--- config.mk ---
export PLATFORM = sky130hd
export DESIGN_NAME = ldst_seq
export DESIGN_NICKNAME = d
export VERILOG_FILES = /design/src/rtl/ldst_pkg.sv /design/src/rtl/ldst_regfile.sv /design/src/rtl/ldst_agen.sv /design/src/rtl/ldst_ctrl.sv /design/src/rtl/ldst_seq.sv
export SDC_FILE = /design/constraint.sdc
export NUM_CORES = 1
export LEC_CHECK = 0
export ABC_AREA = 0
export BUFFER_PORTS_ARGS = -buffer_cell sky130_fd_sc_hd__buf_4
export CORE_AREA = 2 2 178 180
export CTS_BUF_LIST = sky130_fd_sc_hd__clkbuf_4 sky130_fd_sc_hd__clkbuf_8 sky130_fd_sc_hd__clkbuf_16
export DETAILED_ROUTE_END_ITERATION = 10
export DIE_AREA = 0 0 180 182
export PLACE_DENSITY = 0.51
export RECOVER_POWER = 50
export SETUP_SLACK_MARGIN = 0.15
export SLEW_MARGIN = 20
export SYNTH_ARGS = -nofsm -noshare
export SYNTH_HDL_FRONTEND = slang
export SYNTH_HIERARCHICAL = 1
export SYNTH_SLANG_ARGS = --single-unit
--- constraint.sdc ---
create_clock -name clk -period 7.5 [get_ports clk]
set_input_delay 0.375 -clock clk [delete_from_list [all_inputs] [get_ports clk]]
set_output_delay 0.375 -clock clk [all_outputs]
set_load 0.05 [all_outputs]
--- src/rtl/ldst_pkg.sv ---
package ldst_pkg;

  // Instruction field positions (16-bit encoding)
  localparam int OPC_MSB    = 15;
  localparam int OPC_LSB    = 12;
  localparam int FLD_DR_LSB = 9;
  localparam int FLD_BR_LSB = 6;
  localparam int OFF9_W     = 9;
  localparam int OFF6_W     = 6;

  localparam logic [3:0] OPC_LD  = 4'b0010;
  localparam logic [3:0] OPC_ST  = 4'b0011;
  localparam logic [3:0] OPC_LDI = 4'b1010;
  localparam logic [3:0] OPC_STI = 4'b1011;
  localparam logic [3:0] OPC_LDR = 4'b0110;
  localparam logic [3:0] OPC_STR = 4'b0111;
  localparam logic [3:0] OPC_LEA = 4'b1110;

  // Sign flag bit positions
  localparam int CC_W = 3;
  localparam int CC_N = 2;
  localparam int CC_Z = 1;
  localparam int CC_P = 0;

  typedef enum logic [2:0] {
    PH_FETCH  = 3'd0,
    PH_DECODE = 3'd1,
    PH_PTR    = 3'd2,
    PH_READ   = 3'd3,
    PH_EXEC   = 3'd4,
    PH_WRITE  = 3'd5
  } phase_e;

  typedef enum logic [1:0] {
    AM_PCREL = 2'd0,
    AM_INDIR = 2'd1,
    AM_BASE  = 2'd2,
    AM_NONE  = 2'd3
  } amode_e;

  typedef struct packed {
    logic   is_load;
    logic   is_store;
    logic   is_lea;
    amode_e mode;
  } op_class_t;

  function automatic op_class_t classify(input logic [3:0] opc);
    op_class_t c;
    c = '{is_load: 1'b0, is_store: 1'b0, is_lea: 1'b0, mode: AM_NONE};
    case (opc)
      OPC_LD:  begin c.is_load  = 1'b1; c.mode = AM_PCREL; end
      OPC_ST:  begin c.is_store = 1'b1; c.mode = AM_PCREL; end
      OPC_LDI: begin c.is_load  = 1'b1; c.mode = AM_INDIR; end
      OPC_STI: begin c.is_store = 1'b1; c.mode = AM_INDIR; end
      OPC_LDR: begin c.is_load  = 1'b1; c.mode = AM_BASE;  end
      OPC_STR: begin c.is_store = 1'b1; c.mode = AM_BASE;  end
      OPC_LEA: begin c.is_lea   = 1'b1; c.mode = AM_PCREL; end
      default: c.mode = AM_NONE;
    endcase
    return c;
  endfunction

endpackage

--- src/rtl/ldst_regfile.sv ---
module ldst_regfile #(
  parameter int DATA_W  = 16,
  parameter int REG_CNT = 8,
  localparam int AW     = $clog2(REG_CNT)
) (
  input  logic              clk,
  input  logic              rst_n,
  input  logic              wr_en,
  input  logic [AW-1:0]     wr_idx,
  input  logic [DATA_W-1:0] wr_val,
  input  logic [AW-1:0]     rd_a_idx,
  output logic [DATA_W-1:0] rd_a_val,
  input  logic [AW-1:0]     rd_b_idx,
  output logic [DATA_W-1:0] rd_b_val
);

  logic [DATA_W-1:0] bank [REG_CNT];

  for (genvar i = 0; i < REG_CNT; i++) begin : g_ent
    logic [DATA_W-1:0] ent_q;
    logic              ent_en;

    assign ent_en = wr_en && (wr_idx == AW'(i));

    always_ff @(posedge clk or negedge rst_n) begin
      if (!rst_n) begin
        ent_q <= '0;
      end else if (ent_en) begin
        ent_q <= wr_val;
      end
    end

    assign bank[i] = ent_q;
  end

  assign rd_a_val = bank[rd_a_idx];
  assign rd_b_val = bank[rd_b_idx];

endmodule

--- src/rtl/ldst_agen.sv ---
module ldst_agen
  import ldst_pkg::*;
#(
  parameter int DATA_W = 16
) (
  input  logic [DATA_W-1:0] pc_val,
  input  logic [DATA_W-1:0] base_val,
  input  logic [DATA_W-1:0] instr,
  input  amode_e            mode,
  output logic [DATA_W-1:0] ea
);

  logic [DATA_W-1:0] off9_ext;
  logic [DATA_W-1:0] off6_ext;

  assign off9_ext = {{(DATA_W-OFF9_W){instr[OFF9_W-1]}}, instr[OFF9_W-1:0]};
  assign off6_ext = {{(DATA_W-OFF6_W){instr[OFF6_W-1]}}, instr[OFF6_W-1:0]};

  always_comb begin
    if (mode == AM_BASE) begin
      ea = base_val + off6_ext;
    end else begin
      ea = pc_val + off9_ext;
    end
  end

endmodule

--- src/rtl/ldst_ctrl.sv ---
module ldst_ctrl
  import ldst_pkg::*;
(
  input  logic      clk,
  input  logic      rst_n,
  input  op_class_t cls,
  input  logic      mem_ready,
  output phase_e    phase,
  output logic      ir_en,
  output logic      mar_from_agen,
  output logic      mar_from_mem,
  output logic      mdr_from_mem,
  output logic      mdr_from_reg,
  output logic      rf_we,
  output logic      rf_take_ea,
  output logic      cc_en
);

  phase_e phase_q;
  phase_e phase_d;

  // next phase
  always_comb begin
    phase_d = phase_q;
    case (phase_q)
      PH_FETCH: begin
        if (mem_ready) phase_d = PH_DECODE;
      end
      PH_DECODE: begin
        if (cls.is_lea || cls.mode == AM_NONE) begin
          phase_d = PH_FETCH;
        end else if (cls.mode == AM_INDIR) begin
          phase_d = PH_PTR;
        end else if (cls.is_store) begin
          phase_d = PH_WRITE;
        end else begin
          phase_d = PH_READ;
        end
      end
      PH_PTR: begin
        if (mem_ready) phase_d = cls.is_store ? PH_WRITE : PH_READ;
      end
      PH_READ: begin
        if (mem_ready) phase_d = PH_EXEC;
      end
      PH_EXEC: begin
        phase_d = PH_FETCH;
      end
      PH_WRITE: begin
        if (mem_ready) phase_d = PH_FETCH;
      end
      default: phase_d = PH_FETCH;
    endcase
  end

  always_ff @(posedge clk or negedge rst_n) begin
    if (!rst_n) begin
      phase_q <= PH_FETCH;
    end else begin
      phase_q <= phase_d;
    end
  end

  // datapath strobes
  always_comb begin
    ir_en         = (phase_q == PH_FETCH) && mem_ready;
    mar_from_agen = (phase_q == PH_DECODE) && (cls.mode != AM_NONE) && !cls.is_lea;
    mar_from_mem  = (phase_q == PH_PTR) && mem_ready;
    mdr_from_mem  = mem_ready && ((phase_q == PH_READ) ||
                                  ((phase_q == PH_PTR) && cls.is_load));
    mdr_from_reg  = ((phase_q == PH_DECODE) && cls.is_store && (cls.mode != AM_INDIR)) ||
                    ((phase_q == PH_PTR) && mem_ready && cls.is_store);
    rf_take_ea    = (phase_q == PH_DECODE) && cls.is_lea;
    rf_we         = (phase_q == PH_EXEC) || rf_take_ea;
    cc_en         = (phase_q == PH_EXEC);
  end

  assign phase = phase_q;

endmodule

--- src/rtl/ldst_seq.sv ---
module ldst_seq
  import ldst_pkg::*;
#(
  parameter int                 DATA_W     = 16,
  parameter int                 REG_CNT    = 8,
  parameter logic [DATA_W-1:0]  START_ADDR = 16'h3000
) (
  input  logic              clk,
  input  logic              rst_n,
  output logic              mem_req,
  output logic              mem_we,
  output logic [DATA_W-1:0] mem_addr,
  output logic [DATA_W-1:0] mem_wdata,
  input  logic [DATA_W-1:0] mem_rdata,
  input  logic              mem_ready,
  output logic [CC_W-1:0]   cc_o
);

  localparam int REG_AW = $clog2(REG_CNT);
  localparam int SYNC_N = 2;

  // reset: asserted asynchronously, released on the clock
  logic [SYNC_N-1:0] rst_pipe;
  logic              rst_q_n;

  always_ff @(posedge clk or negedge rst_n) begin
    if (!rst_n) begin
      rst_pipe <= '0;
    end else begin
      rst_pipe <= {rst_pipe[SYNC_N-2:0], 1'b1};
    end
  end

  assign rst_q_n = rst_pipe[SYNC_N-1];

  // architectural state
  logic [DATA_W-1:0] pc_q;
  logic [DATA_W-1:0] ir_q;
  logic [DATA_W-1:0] mar_q;
  logic [DATA_W-1:0] mdr_q;
  logic [CC_W-1:0]   cc_q;

  phase_e    phase;
  op_class_t cls;
  logic      ir_en;
  logic      mar_from_agen;
  logic      mar_from_mem;
  logic      mdr_from_mem;
  logic      mdr_from_reg;
  logic      rf_we;
  logic      rf_take_ea;
  logic      cc_en;

  logic [DATA_W-1:0] ea;
  logic [DATA_W-1:0] src_val;
  logic [DATA_W-1:0] base_val;
  logic [DATA_W-1:0] rf_wval;
  logic [DATA_W-1:0] mar_d;
  logic [DATA_W-1:0] mdr_d;
  logic              mar_en;
  logic              mdr_en;
  logic [CC_W-1:0]   cc_d;
  logic [REG_AW-1:0] dr_idx;
  logic [REG_AW-1:0] br_idx;

  assign cls    = classify(ir_q[OPC_MSB:OPC_LSB]);
  assign dr_idx = ir_q[FLD_DR_LSB +: REG_AW];
  assign br_idx = ir_q[FLD_BR_LSB +: REG_AW];

  ldst_ctrl u_ctrl (
    .clk           (clk),
    .rst_n         (rst_q_n),
    .cls           (cls),
    .mem_ready     (mem_ready),
    .phase         (phase),
    .ir_en         (ir_en),
    .mar_from_agen (mar_from_agen),
    .mar_from_mem  (mar_from_mem),
    .mdr_from_mem  (mdr_from_mem),
    .mdr_from_reg  (mdr_from_reg),
    .rf_we         (rf_we),
    .rf_take_ea    (rf_take_ea),
    .cc_en         (cc_en)
  );

  ldst_agen #(.DATA_W(DATA_W)) u_agen (
    .pc_val   (pc_q),
    .base_val (base_val),
    .instr    (ir_q),
    .mode     (cls.mode),
    .ea       (ea)
  );

  assign rf_wval = rf_take_ea ? ea : mdr_q;

  ldst_regfile #(.DATA_W(DATA_W), .REG_CNT(REG_CNT)) u_rf (
    .clk      (clk),
    .rst_n    (rst_q_n),
    .wr_en    (rf_we),
    .wr_idx   (dr_idx),
    .wr_val   (rf_wval),
    .rd_a_idx (dr_idx),
    .rd_a_val (src_val),
    .rd_b_idx (br_idx),
    .rd_b_val (base_val)
  );

  // program counter and instruction register
  always_ff @(posedge clk or negedge rst_q_n) begin
    if (!rst_q_n) begin
      pc_q <= START_ADDR;
    end else if (ir_en) begin
      pc_q <= pc_q + DATA_W'(1);
    end
  end

  always_ff @(posedge clk or negedge rst_q_n) begin
    if (!rst_q_n) begin
      ir_q <= '0;
    end else if (ir_en) begin
      ir_q <= mem_rdata;
    end
  end

  // address and data registers
  always_comb begin
    mar_en = mar_from_agen || mar_from_mem;
    mar_d  = mar_from_mem ? mem_rdata : ea;
    mdr_en = mdr_from_mem || mdr_from_reg;
    mdr_d  = mdr_from_mem ? mem_rdata : src_val;
  end

  always_ff @(posedge clk or negedge rst_q_n) begin
    if (!rst_q_n) begin
      mar_q <= '0;
    end else if (mar_en) begin
      mar_q <= mar_d;
    end
  end

  always_ff @(posedge clk or negedge rst_q_n) begin
    if (!rst_q_n) begin
      mdr_q <= '0;
    end else if (mdr_en) begin
      mdr_q <= mdr_d;
    end
  end

  // sign flag, taken from the word being written back by a load
  always_comb begin
    cc_d       = '0;
    cc_d[CC_N] = mdr_q[DATA_W-1];
    cc_d[CC_Z] = (mdr_q == '0);
    cc_d[CC_P] = !mdr_q[DATA_W-1] && (mdr_q != '0);
  end

  always_ff @(posedge clk or negedge rst_q_n) begin
    if (!rst_q_n) begin
      cc_q <= CC_W'(1 << CC_Z);
    end else if (cc_en) begin
      cc_q <= cc_d;
    end
  end

  // memory port
  always_comb begin
    mem_req   = rst_q_n && ((phase == PH_FETCH) || (phase == PH_PTR) ||
                            (phase == PH_READ)  || (phase == PH_WRITE));
    mem_we    = rst_q_n && (phase == PH_WRITE);
    mem_addr  = (phase == PH_FETCH) ? pc_q : mar_q;
    mem_wdata = mdr_q;
  end

  assign cc_o = cc_q;

endmodule

# --- After elaboration in Yosys (flattened, before gate mapping) ---
# Index checks and enable logic that the tools add are counted.
word_totals:
  register_bits: 200
  inputBits: 19
  output_inout_bits: 37
  elab_cells: 115
classes:
  add_sub_neg: 3
  n_lt_le_gt_ge: 2
  n_eq_ne: 28
  n_mux: 23
  n_bitwise: 2
  n_reduce_logical: 42
ops:
  columns: ["op", "count"]
  rows:
  - ["$mux W16", 9]
  - ["$bmux W16 S3", 2]
  - ["$add A16 B16 Y16", 2]
  - ["$logic_and A1 B1 Y1", 21]
  - ["$mux W3", 7]
  - ["$eq A3 B3 Y1 const B", 6]
  - ["$add A16 B1 Y16 const B", 1]
  - ["$logic_not A16 Y1", 1]
  - ["$reduce_bool A16 Y1", 1]
  - ["$pmux W3 S5", 1]
  - ["$eq A3 B2 Y1 const B", 4]
  - ["$eq A4 B4 Y1 const B", 3]
  - ["$ne A2 B2 Y1 const B", 5]
  - ["$logic_or A1 B1 Y1", 9]
  - ["$reduce_or A3 Y1", 3]
  - ["$eq A4 B2 Y1 const B", 2]
  - ["$eq A4 B3 Y1 const B", 2]
  - ["$ge A4 B4 Y1 const B", 2]
  - ["$not A3 Y4", 2]
  - ["$eq A3 B1 Y1 const B", 2]
  - ["$logic_not A3 Y1", 2]
  - ["$pmux W2 S3", 1]
  - ["$eq A2 B2 Y1 const B", 2]
  - ["$reduce_and A4 Y1", 1]
  - ["other kinds (5)", 9]

# --- Depth between registers and ports, before layout ---
# Gate-level depths: netlist (run 1).
depth:
  depth_word: 7
  mapped_depth: 15
  depth_no_buf: 13

# --- By module ---
# The synthesis (run 1) kept the hierarchy.
modules_own_cells:
  columns: ["module", "n_inst", "cells_per_inst", "area_per_inst_um2", "seq_area_each_um2"]
  rows:
  - ["ldst_regfile", 1, 393, 6998.0, 3203.1]
  - ["ldst_seq", 1, 295, 3407.0, 1730.4]
  - ["ldst_agen", 1, 189, 1436.4, 0.0]
  - ["ldst_ctrl", 1, 35, 301.5, 75.1]

# --- Worst setup path before layout (run 1) ---
# Ideal clock, no wire load.
synth_timing:
  path_kind: "register to output"
  from: "reg rst_pipe[1]"
  to: "out mem_we"
  t_arrival_ns: 5.544
  t_required_ns: 7.125
  setup_slack_ns: 1.581
  stages_incl_launch_ff: 2
  cell_sequence: "dfrtp_1 > and3_1"
synth_between:
  elab_chain_cells: 1
synth_rtl:
  columns: ["element", "line_no", "rtl"]
  rows:
  - ["start, declared", "ldst_seq.sv:23", "logic [SYNC_N-1:0] rst_pipe;"]
  - ["start signal, assigned", "ldst_seq.sv:30", "rst_pipe <= {rst_pipe[SYNC_N-2:0], 1'b1};"]
  - ["$logic_and A1 B1 Y1", "ldst_seq.sv:169", "mem_we = rst_q_n && (phase == PH_WRITE);"]
  - ["end, declared", "ldst_seq.sv:11", "output logic mem_we,"]
# No other way between the ends.

# --- Worst setup path after layout (run 1) ---
layout_timing:
  from: "reg ir_q[6]"
  to: "reg u_rf.g_ent[5].ent_q[14]"
layout_between:
  elab_chain_cells: 7
  word_cells_on_any_way: 8
  classes_between: "add/sub: 2; mux: 5; bitwise: 1"
layout_rtl:
  columns: ["element", "line_no", "rtl"]
  rows:
  - ["start, declared", "ldst_seq.sv:38", "logic [DATA_W-1:0] ir_q;"]
  - ["start signal, assigned", "ldst_seq.sv:121", "ir_q <= mem_rdata;"]
  - ["$not A3 Y4 (not written as such)", "ldst_regfile.sv:37", "assign rd_b_val = bank[rd_b_idx];"]
  - ["$bmux W16 S3", "ldst_regfile.sv:37", null]
  - ["$mux W16 (not written as such) (2 in series)", "ldst_regfile.sv:37", null]
  - ["named net base_val[0]", "ldst_seq.sv:56", "logic [DATA_W-1:0] base_val;"]
  - ["$add A16 B16 Y16", "ldst_agen.sv:21", "ea = base_val + off6_ext;"]
  - ["$mux W16", "ldst_agen.sv:20", "if (mode == AM_BASE) begin"]
  - ["named net ea[14]", "ldst_seq.sv:54", "logic [DATA_W-1:0] ea;"]
  - ["$mux W16", "ldst_seq.sv:94", "assign rf_wval = rf_take_ea ? ea : mdr_q;"]
  - ["named net rf_wval[14]", "ldst_seq.sv:57", "logic [DATA_W-1:0] rf_wval;"]
  - ["end signal, assigned", "ldst_regfile.sv:29", "ent_q <= wr_val;"]
  - ["end, declared", "ldst_regfile.sv:20", "logic [DATA_W-1:0] ent_q;"]
# The timed path passes the listed nets, and every way through them passes these cells. The select of a mux whose other input is x is not followed.
# A chain may end at the register's enable or synchronous reset.

==> metrics.yaml, run 1 <==
power_and_ir_drop:
  power_switching_mw: 2.44
  ir_drop_mv: 0.160
  p_sw_share_pct: 43.5
  pwr-share-clk_pct: 18.2
  comb_power_share_pct: 51.4
  powerDensity_mw_per_mm2: 416
  p_leak_nw: 6.33
  power_frac_seq_pct: 30.4
  power.internal_mw: 3.17
floorplanning:
  pin_count: 56
  die_area_sq_mm: 0.0328
  rows: 65
  design.core.area_sq_mm: 0.0310
  start_util_pct: 39.2
  chipWidth_um: 180
  die_y_um: 182
timing:
  fin_crit_ns: 4.83
  clock_skew_ns: 0.0132
  maxSlewHeadroom_pct: -63.0
  worstMarginPinSlew_ns: 2.45
  finalSetupViolCount: 0
  drv_slew: 79
  setup_tns_ns: 0
  fin_crit_sh_pct: 64.3
  finalHoldViolations: 0
  rsz0062_at_grt: "no"
  hold_slack_ns: 0.150
  timing.fmax_mhz: 207
synth:
  synth_fp_nets: 964
  synth-edff-count: 0
  async_reset_ff_share_pct: 100
  seq_area_frac_synth_pct: 41.2
  synth_top_cell_by_area: "dfrtp_1"
  syn_inst: 912
  yosysMostFrequentCell: "mux2_2"
  synth_area_per_cell_sq_um: 13.3
  synth-main-ff-cell: "dfrtp_1"
  synth_top_area_share_pct: 40.6
  ys_top_cells_by_area: "dfrtp_1 (41%), mux2_2 (20%), mux4_1 (12%)"
  ys_top_cells_by_count: "mux2_2 (211), dfrtp_1 (197), mux4_1 (56)"
  netlist_area_sq_mm: 0.0121
  ys_warn_count: 6
  ys_ff_latch: 200
  synth_cell_types: 64
critical_path:
  setup.worst_path.end: "u_rf/g_ent[5].ent_q[14]"
  required_ns: 7.82
  crit_chain: "mux4_1 > mux2_2 > ha_1 > fa_1 > a21o_1 > a221oi_2 > a21oi_2 > a31oi_1 > a21oi_1 > xnor2_1 > mux2i_1 > mux2_2 > mux2_2"
  critPathMostFrequentCell: "mux2_2"
  critPathArrivalTime_ns: 5.15
  cp-startpoint: "ir_q[6]"
  r2r_cells: 13
  r2r_start: "ir_q[6]"
  r2r_slack_ns: 2.67
  startpoint_type: "flip-flop"
  critPathKind: "reg -> reg"
  slowest_delay_ns: 1.07
  crit_fanout: 34
  end_kind: "flip-flop"
  cp_slowest_cell: "dfrtp_2"
  worst_r2r_endpoint: "u_rf/g_ent[5].ent_q[14]"
routing:
  via_count: 7805
  vias_per_cell: 5.71
  drt_iter0_drc: 420
  dr.pass1.iters: 5
  drcViolationCount: 0
  ant_nets: 0
  totalWireLength_mm: 32.1
  wl_per_cell_um: 23.5
finish:
  diodes: 0
  area_growth_pct: 11.1
  nets: 1003
  fill_cells: 2906
  drive_gt1_share_pct: 35.1
  fin_cells: 1366
placement:
  port-buffer-count: 55
  dp_hpwl_mm: 21.1
  placed_cells: 1333
  gp_congestion: 0.860
job:
  cap_violations: 2
clocking:
  clk_latency_ns: 0.45
  root_buffer: "clkbuf_16"
  cts.htree.levels: 4
  cts_tree: "yes"
  cts.path.max_buffers: 2
  post_cts_buffers: 0
  path_clk_slew_ns: 0.08
  cts_resized: 0
  clock-sinks: 200
  numCtsBuffers: 17
  ctsHoldBuffers: 1
run_status:
  violations: "capacitance limit, slew limit"
  status: "complete, but fails checks"
global_routing:
  grt_overflow_total: 0
  antenna_found_initial: 0
  grt_first_pass_wirelength_mm: 50.2
  grt_pass1_vias: 8092
  grt_max_degree: 147
  groute.usage.overall_pct: 20.1
worst_hold_path:
  hold_path.class: "in -> reg"
per-stage QoR:
step / cell area, sq um / worst slack, ns / total power, mW / util [%]
2_1_floorplan: 12100 / 1.49 / 3.85 / -
3_3_place_gp: 12900 / 2.73 / 4.62 / 41.7
3_5_place_dp: 12900 / 2.67 / 4.64 / 41.7
4_1_cts: 13600 / 2.64 / 5.69 / 43.8
5_1_grt: 13500 / 2.37 / 5.94 / 43.5
6_report: 13500 / 2.67 / 5.61 / 43.5
area by class of cell:
class                      count  area [sq um]  share of cell area, %
inverter                       6          22.5                  0.167
multi-input combinational    653          6830                   50.6
tap                          402           503                   3.73
sequential                   200          5010                   37.2
clock inverter                11           173                   1.28
clock buffer                  21           462                   3.42
timing repair buffer          73           484                   3.59
flip-flops by register name, indices dropped and copies added, names as in the netlist:
signal            cells
mem_wdata            16
u_rf/g_ent.ent_q    128
mar_q                16
cc_o                  3
ir_q                 16
u_ctrl/phase          3
pc_q                 16
rst_pipe              2
worst min path at each step:
stage	end	start	slack [ns]	depth (start not counted)
after floorplan	rst_pipe[0]	rst_n	0.08	0
after global routing	mar_q[0]	mem_rdata[0]	0.16	3
final	mar_q[0]	mem_rdata[0]	0.15	3
after CTS	mar_q[5]	mem_rdata[5]	0.13	3
after global placement	rst_pipe[0]	rst_n	0.16	1
after detailed placement	rst_pipe[0]	rst_n	0.16	1
power by group through the flow:
stage	logic [mW]	clock network, mW	registers, mW
2_1_floorplan	2.12	0	1.72
3_3_place_gp	2.89	0	1.73
3_5_place_dp	2.91	0	1.73
4_1_cts	2.93	1.05	1.71
5_1_grt	3.09	1.09	1.76
6_report	2.88	1.02	1.71
critical path, delay by kind of cell, from the launching register on:
| kind | cells | cell delay (ns) |
|---|---|---|
| AO/OA/AOI/OAI | 5 | 1.13 |
| XOR/XNOR | 1 | 0.15 |
| adder cells (fa/ha/maj) | 2 | 0.64 |
| flip-flops | 1 | 1.07 |
| multiplexers | 5 | 1.68 |
cell families after synthesis:
logic type | after synthesis | share of synthesized area [%]
XOR/XNOR | 44 | 3.17
AO/OA/AOI/OAI | 115 | 6.08
multiplexers | 313 | 36.3
flip-flops | 200 | 41.2
buffers and inverters | 59 | 2.95
adder cells (fa/ha/maj) | 33 | 3.52
AND/OR/NAND/NOR | 147 | 6.69
other | 1 | 0.0309
cells in the final DEF (no fill, tap or decap), types with 4 or more instances in the layout:
cell / instances
a21o_1: 8
a21oi_1: 22
a21oi_2: 5
a31oi_1: 4
and3_1: 12
buf_4: 50
bufinv_16: 4
clkbuf_1: 21
clkbuf_16: 17
dfrtp_1: 194
ha_1: 31
inv_1: 6
mux2_2: 211
mux2i_1: 37
mux4_1: 56
mux4_2: 8
nand2_1: 55
nand2b_1: 6
nand3_1: 13
nand4_1: 4
nor2_1: 20
nor2b_1: 5
nor3_1: 4
nor4_1: 4
o21a_1: 4
o21ai_0: 43
o21ai_1: 7
o22ai_1: 5
xnor2_1: 25
xor2_1: 19
routing by layer:
| metal | vias up | share of wire [%] | GRT usage (%) |
|---|---|---|---|
| met5 | - | 0 | 0 |
| met4 | 0 | 1.6 | 5.72 |
| met3 | 31 | 2.2 | 2.51 |
| met2 | 117 | 47 | 32.0 |
| met1 | 4087 | 49 | 28.9 |
| li1 | 3570 | - | - |
(Power assumes the default switching activity.)
==> run 2: changes to the inputs <==
--- a/config.mk
+++ b/config.mk
@@ -5,12 +5,12 @@
 export SDC_FILE = /design/constraint.sdc
 export NUM_CORES = 1
 export LEC_CHECK = 0
-export ABC_AREA = 0
+export ABC_AREA = 1
 export BUFFER_PORTS_ARGS = -buffer_cell sky130_fd_sc_hd__buf_4
-export CORE_AREA = 2 2 178 180
+export CORE_AREA = 2 2 185 187
 export CTS_BUF_LIST = sky130_fd_sc_hd__clkbuf_4 sky130_fd_sc_hd__clkbuf_8 sky130_fd_sc_hd__clkbuf_16
 export DETAILED_ROUTE_END_ITERATION = 10
-export DIE_AREA = 0 0 180 182
+export DIE_AREA = 0 0 187 189
 export PLACE_DENSITY = 0.51
 export RECOVER_POWER = 50
 export SETUP_SLACK_MARGIN = 0.15
==> constraint.sdc (replaced) <==
create_clock -name clk -period 4.8 [get_ports clk]
set_input_delay 0.24 -clock clk [delete_from_list [all_inputs] [get_ports clk]]
set_output_delay 0.24 -clock clk [all_outputs]
set_load 0.05 [all_outputs]
==> run 2 against run 1 <==
  * The flow still finishes with violations (capacitance limit, slew limit)
  * Die area grew 7.9%
  * Maximum frequency grew 32%
  * Core utilization shrank 0.13 points
  * Critical path depth grew 6
  * Via count grew 62%
  * Final cell count grew 81%
  * Global-route usage grew 5.3 points
  * Flip-flop and latch count is the same
  * Cell area grew 7.1%
  * Synthesized cell count grew 120%
  * Wire length grew 36%
  * Area after synthesis grew 9.0%
  * Critical endpoint is now u_rf/g_ent[3].ent_q[8]
==> metrics.yaml, run 2 <==
routing:
  vias_per_cell: 5.11
  drcViolationCount: 0
  dr.pass1.iters: 5
  drt_iter0_drc: 1081
  totalWireLength_mm: 43.9
  via_count: 12600
  ant_nets: 0
  wl_per_cell_um: 17.7
timing:
  fin_crit_sh_pct: 76.2
  fin_crit_ns: 3.66
  finalSetupViolCount: 0
  finalHoldViolations: 0
  drv_slew: 67
  worstMarginPinSlew_ns: 1.87
  timing.fmax_mhz: 273
  clock_skew_ns: 0.0139
  setup_tns_ns: 0
  rsz0062_at_grt: "no"
  maxSlewHeadroom_pct: -24.7
run_status:
  violations: "capacitance limit, slew limit"
  status: "complete, but fails checks"
placement:
  dp_hpwl_mm: 30.6
  placed_area_sq_mm: 0.0140
  port-buffer-count: 55
  gp_congestion: 0.947
critical_path:
  r2r_slack_ns: 1.14
  path_delay_family: "compound AO/OA/AOI/OAI gates"
  crit_chain: "inv_2 > buf_12 > nand2_1 > nand3_1 > nand2_1 > nand2_1 > nand2_1 > ha_1 > fa_1 > nand2_1 > a21oi_2 > a21oi_1 > xnor2_1 > nand2_1 > nand2_1 > inv_1 > a21oi_1 > inv_1 > o21ai_0"
  required_ns: 5.16
  cp_slowest_cell: "dfrtp_2"
  startpoint_type: "flip-flop"
  critPathMostFrequentCell: "nand2_1"
  r2r_start: "ir_q[6]"
  r2r_cells: 19
  crit_fanout: 64
  slowest_delay_ns: 0.46
  critPathBufInv: 4
  critPathKind: "reg -> reg"
  end_kind: "flip-flop"
  worst_r2r_endpoint: "u_rf/g_ent[3].ent_q[8]"
  critPathArrivalTime_ns: 4.01
  cp-startpoint: "ir_q[6]"
finish:
  diodes: 0
  largest_reg_flops: 128
  final_common_cell: "nand2_1"
  area_growth_pct: 9.16
  design_area_sq_mm: 0.0144
  final_cell_mix: "nand2_1 (792), inv_1 (271), dfrtp_1 (195), nand3_1 (168), o21ai_0 (151)"
  drive_gt1_share_pct: 7.11
  top_register: "u_rf/g_ent.ent_q"
  nets: 2063
synth:
  synth_top_area_share_pct: 37.3
  ys_top_cells_by_area: "dfrtp_1 (37%), nand2_1 (22%), inv_1 (7.7%)"
  ys_top_cells_by_count: "nand2_1 (792), inv_1 (271), dfrtp_1 (197)"
  synth_top_cell_by_area: "dfrtp_1"
  synth-main-ff-cell: "dfrtp_1"
  syn_inst: 2005
  ys_ff_latch: 200
  ys_warn_count: 6
  synth_fp_nets: 2057
  netlist_area_sq_mm: 0.0132
  async_reset_ff_share_pct: 100
  synth_cell_types: 44
  synth_area_per_cell_sq_um: 6.60
  seq_area_frac_synth_pct: 37.9
  synth-edff-count: 0
  yosysMostFrequentCell: "nand2_1"
floorplanning:
  start_util_pct: 39.8
  pin_count: 56
  chipWidth_um: 187
  die_y_um: 189
  rows: 67
  die_area_sq_mm: 0.0353
  design.core.area_sq_mm: 0.0333
clocking:
  path_clk_slew_ns: 0.08
  post_cts_buffers: 0
  cts.path.max_buffers: 2
  ctsHoldBuffers: 1
  numCtsBuffers: 17
  clk_latency_ns: 0.46
  root_buffer: "clkbuf_16"
  cts_tree: "yes"
  cts_resized: 0
  clock-sinks: 200
  cts.htree.levels: 4
worst_hold_path:
  hold_depth: 2
  hold_end: "ir_q[11]"
  worstHoldStart: "mem_rdata[11]"
  hold_path.class: "in -> reg"
global_routing:
  groute.usage.overall_pct: 25.4
  grt_pass1_vias: 12200
  grt_max_degree: 109
  grt_overflow_total: 0
  antenna_found_initial: 0
  grt_first_pass_wirelength_mm: 69.6
job:
  cap_violations: 2
-- run 2: through the flow --
stage	setup slack [ns]	hold WS [ns]	utilization, %	instances
5_1_grt	0.925	0.0235	43.4	2472
4_1_cts	1.23	0.0201	43.7	2472
3_3_place_gp	1.26	0.0235	42.0	2439
2_1_floorplan	0.842	-0.0556	-	2005
3_5_place_dp	1.27	0.0245	42.0	2439
6_report	1.14	0.0490	43.4	2472
-- run 2: cell type report --
class,instances,area (sq um)
Timing Repair Buffer,80,547
Tap cell,448,561
Multi-Input combinational cell,1431,6700
Clock inverter,11,91.3
Clock buffer,21,474
Fill cell,3583,18800
Inverter,281,1060
Sequential cell,200,5010
-- run 2: layer usage --
layer  share of wire, %  GRT usage [%]
met2                 45           40.4
met4                2.6           8.03
met5                  0              0
met1                 46           35.1
met3                5.7           4.69
-- run 2: how the worst max path moves through the flow --
stage | end | cells past startpoint | slack (ns)
detailed placement | u_rf/g_ent[3].ent_q[8] | 19 | 1.27
global placement | u_rf/g_ent[3].ent_q[8] | 19 | 1.26
finish | u_rf/g_ent[3].ent_q[8] | 19 | 1.14
global route | u_rf/g_ent[3].ent_q[10] | 22 | 0.93
floorplan | mem_req | 2 | 0.84
CTS | u_rf/g_ent[3].ent_q[8] | 19 | 1.23
-- run 2: cells by family after synthesis --
family / count (synthesis) / share of synthesized area [%]
compound gates: 245 / 9.75
mux: 16 / 1.36
buf+inv: 374 / 11.5
xor+xnor: 17 / 1.13
simple gates: 1119 / 35.1
flops: 200 / 37.9
other cells: 1 / 0.0283
fa+ha+maj: 33 / 3.23
Power of run 2 is not shown: default switching activity piles up to over one toggle a cycle in this logic, so the estimate is an artifact.
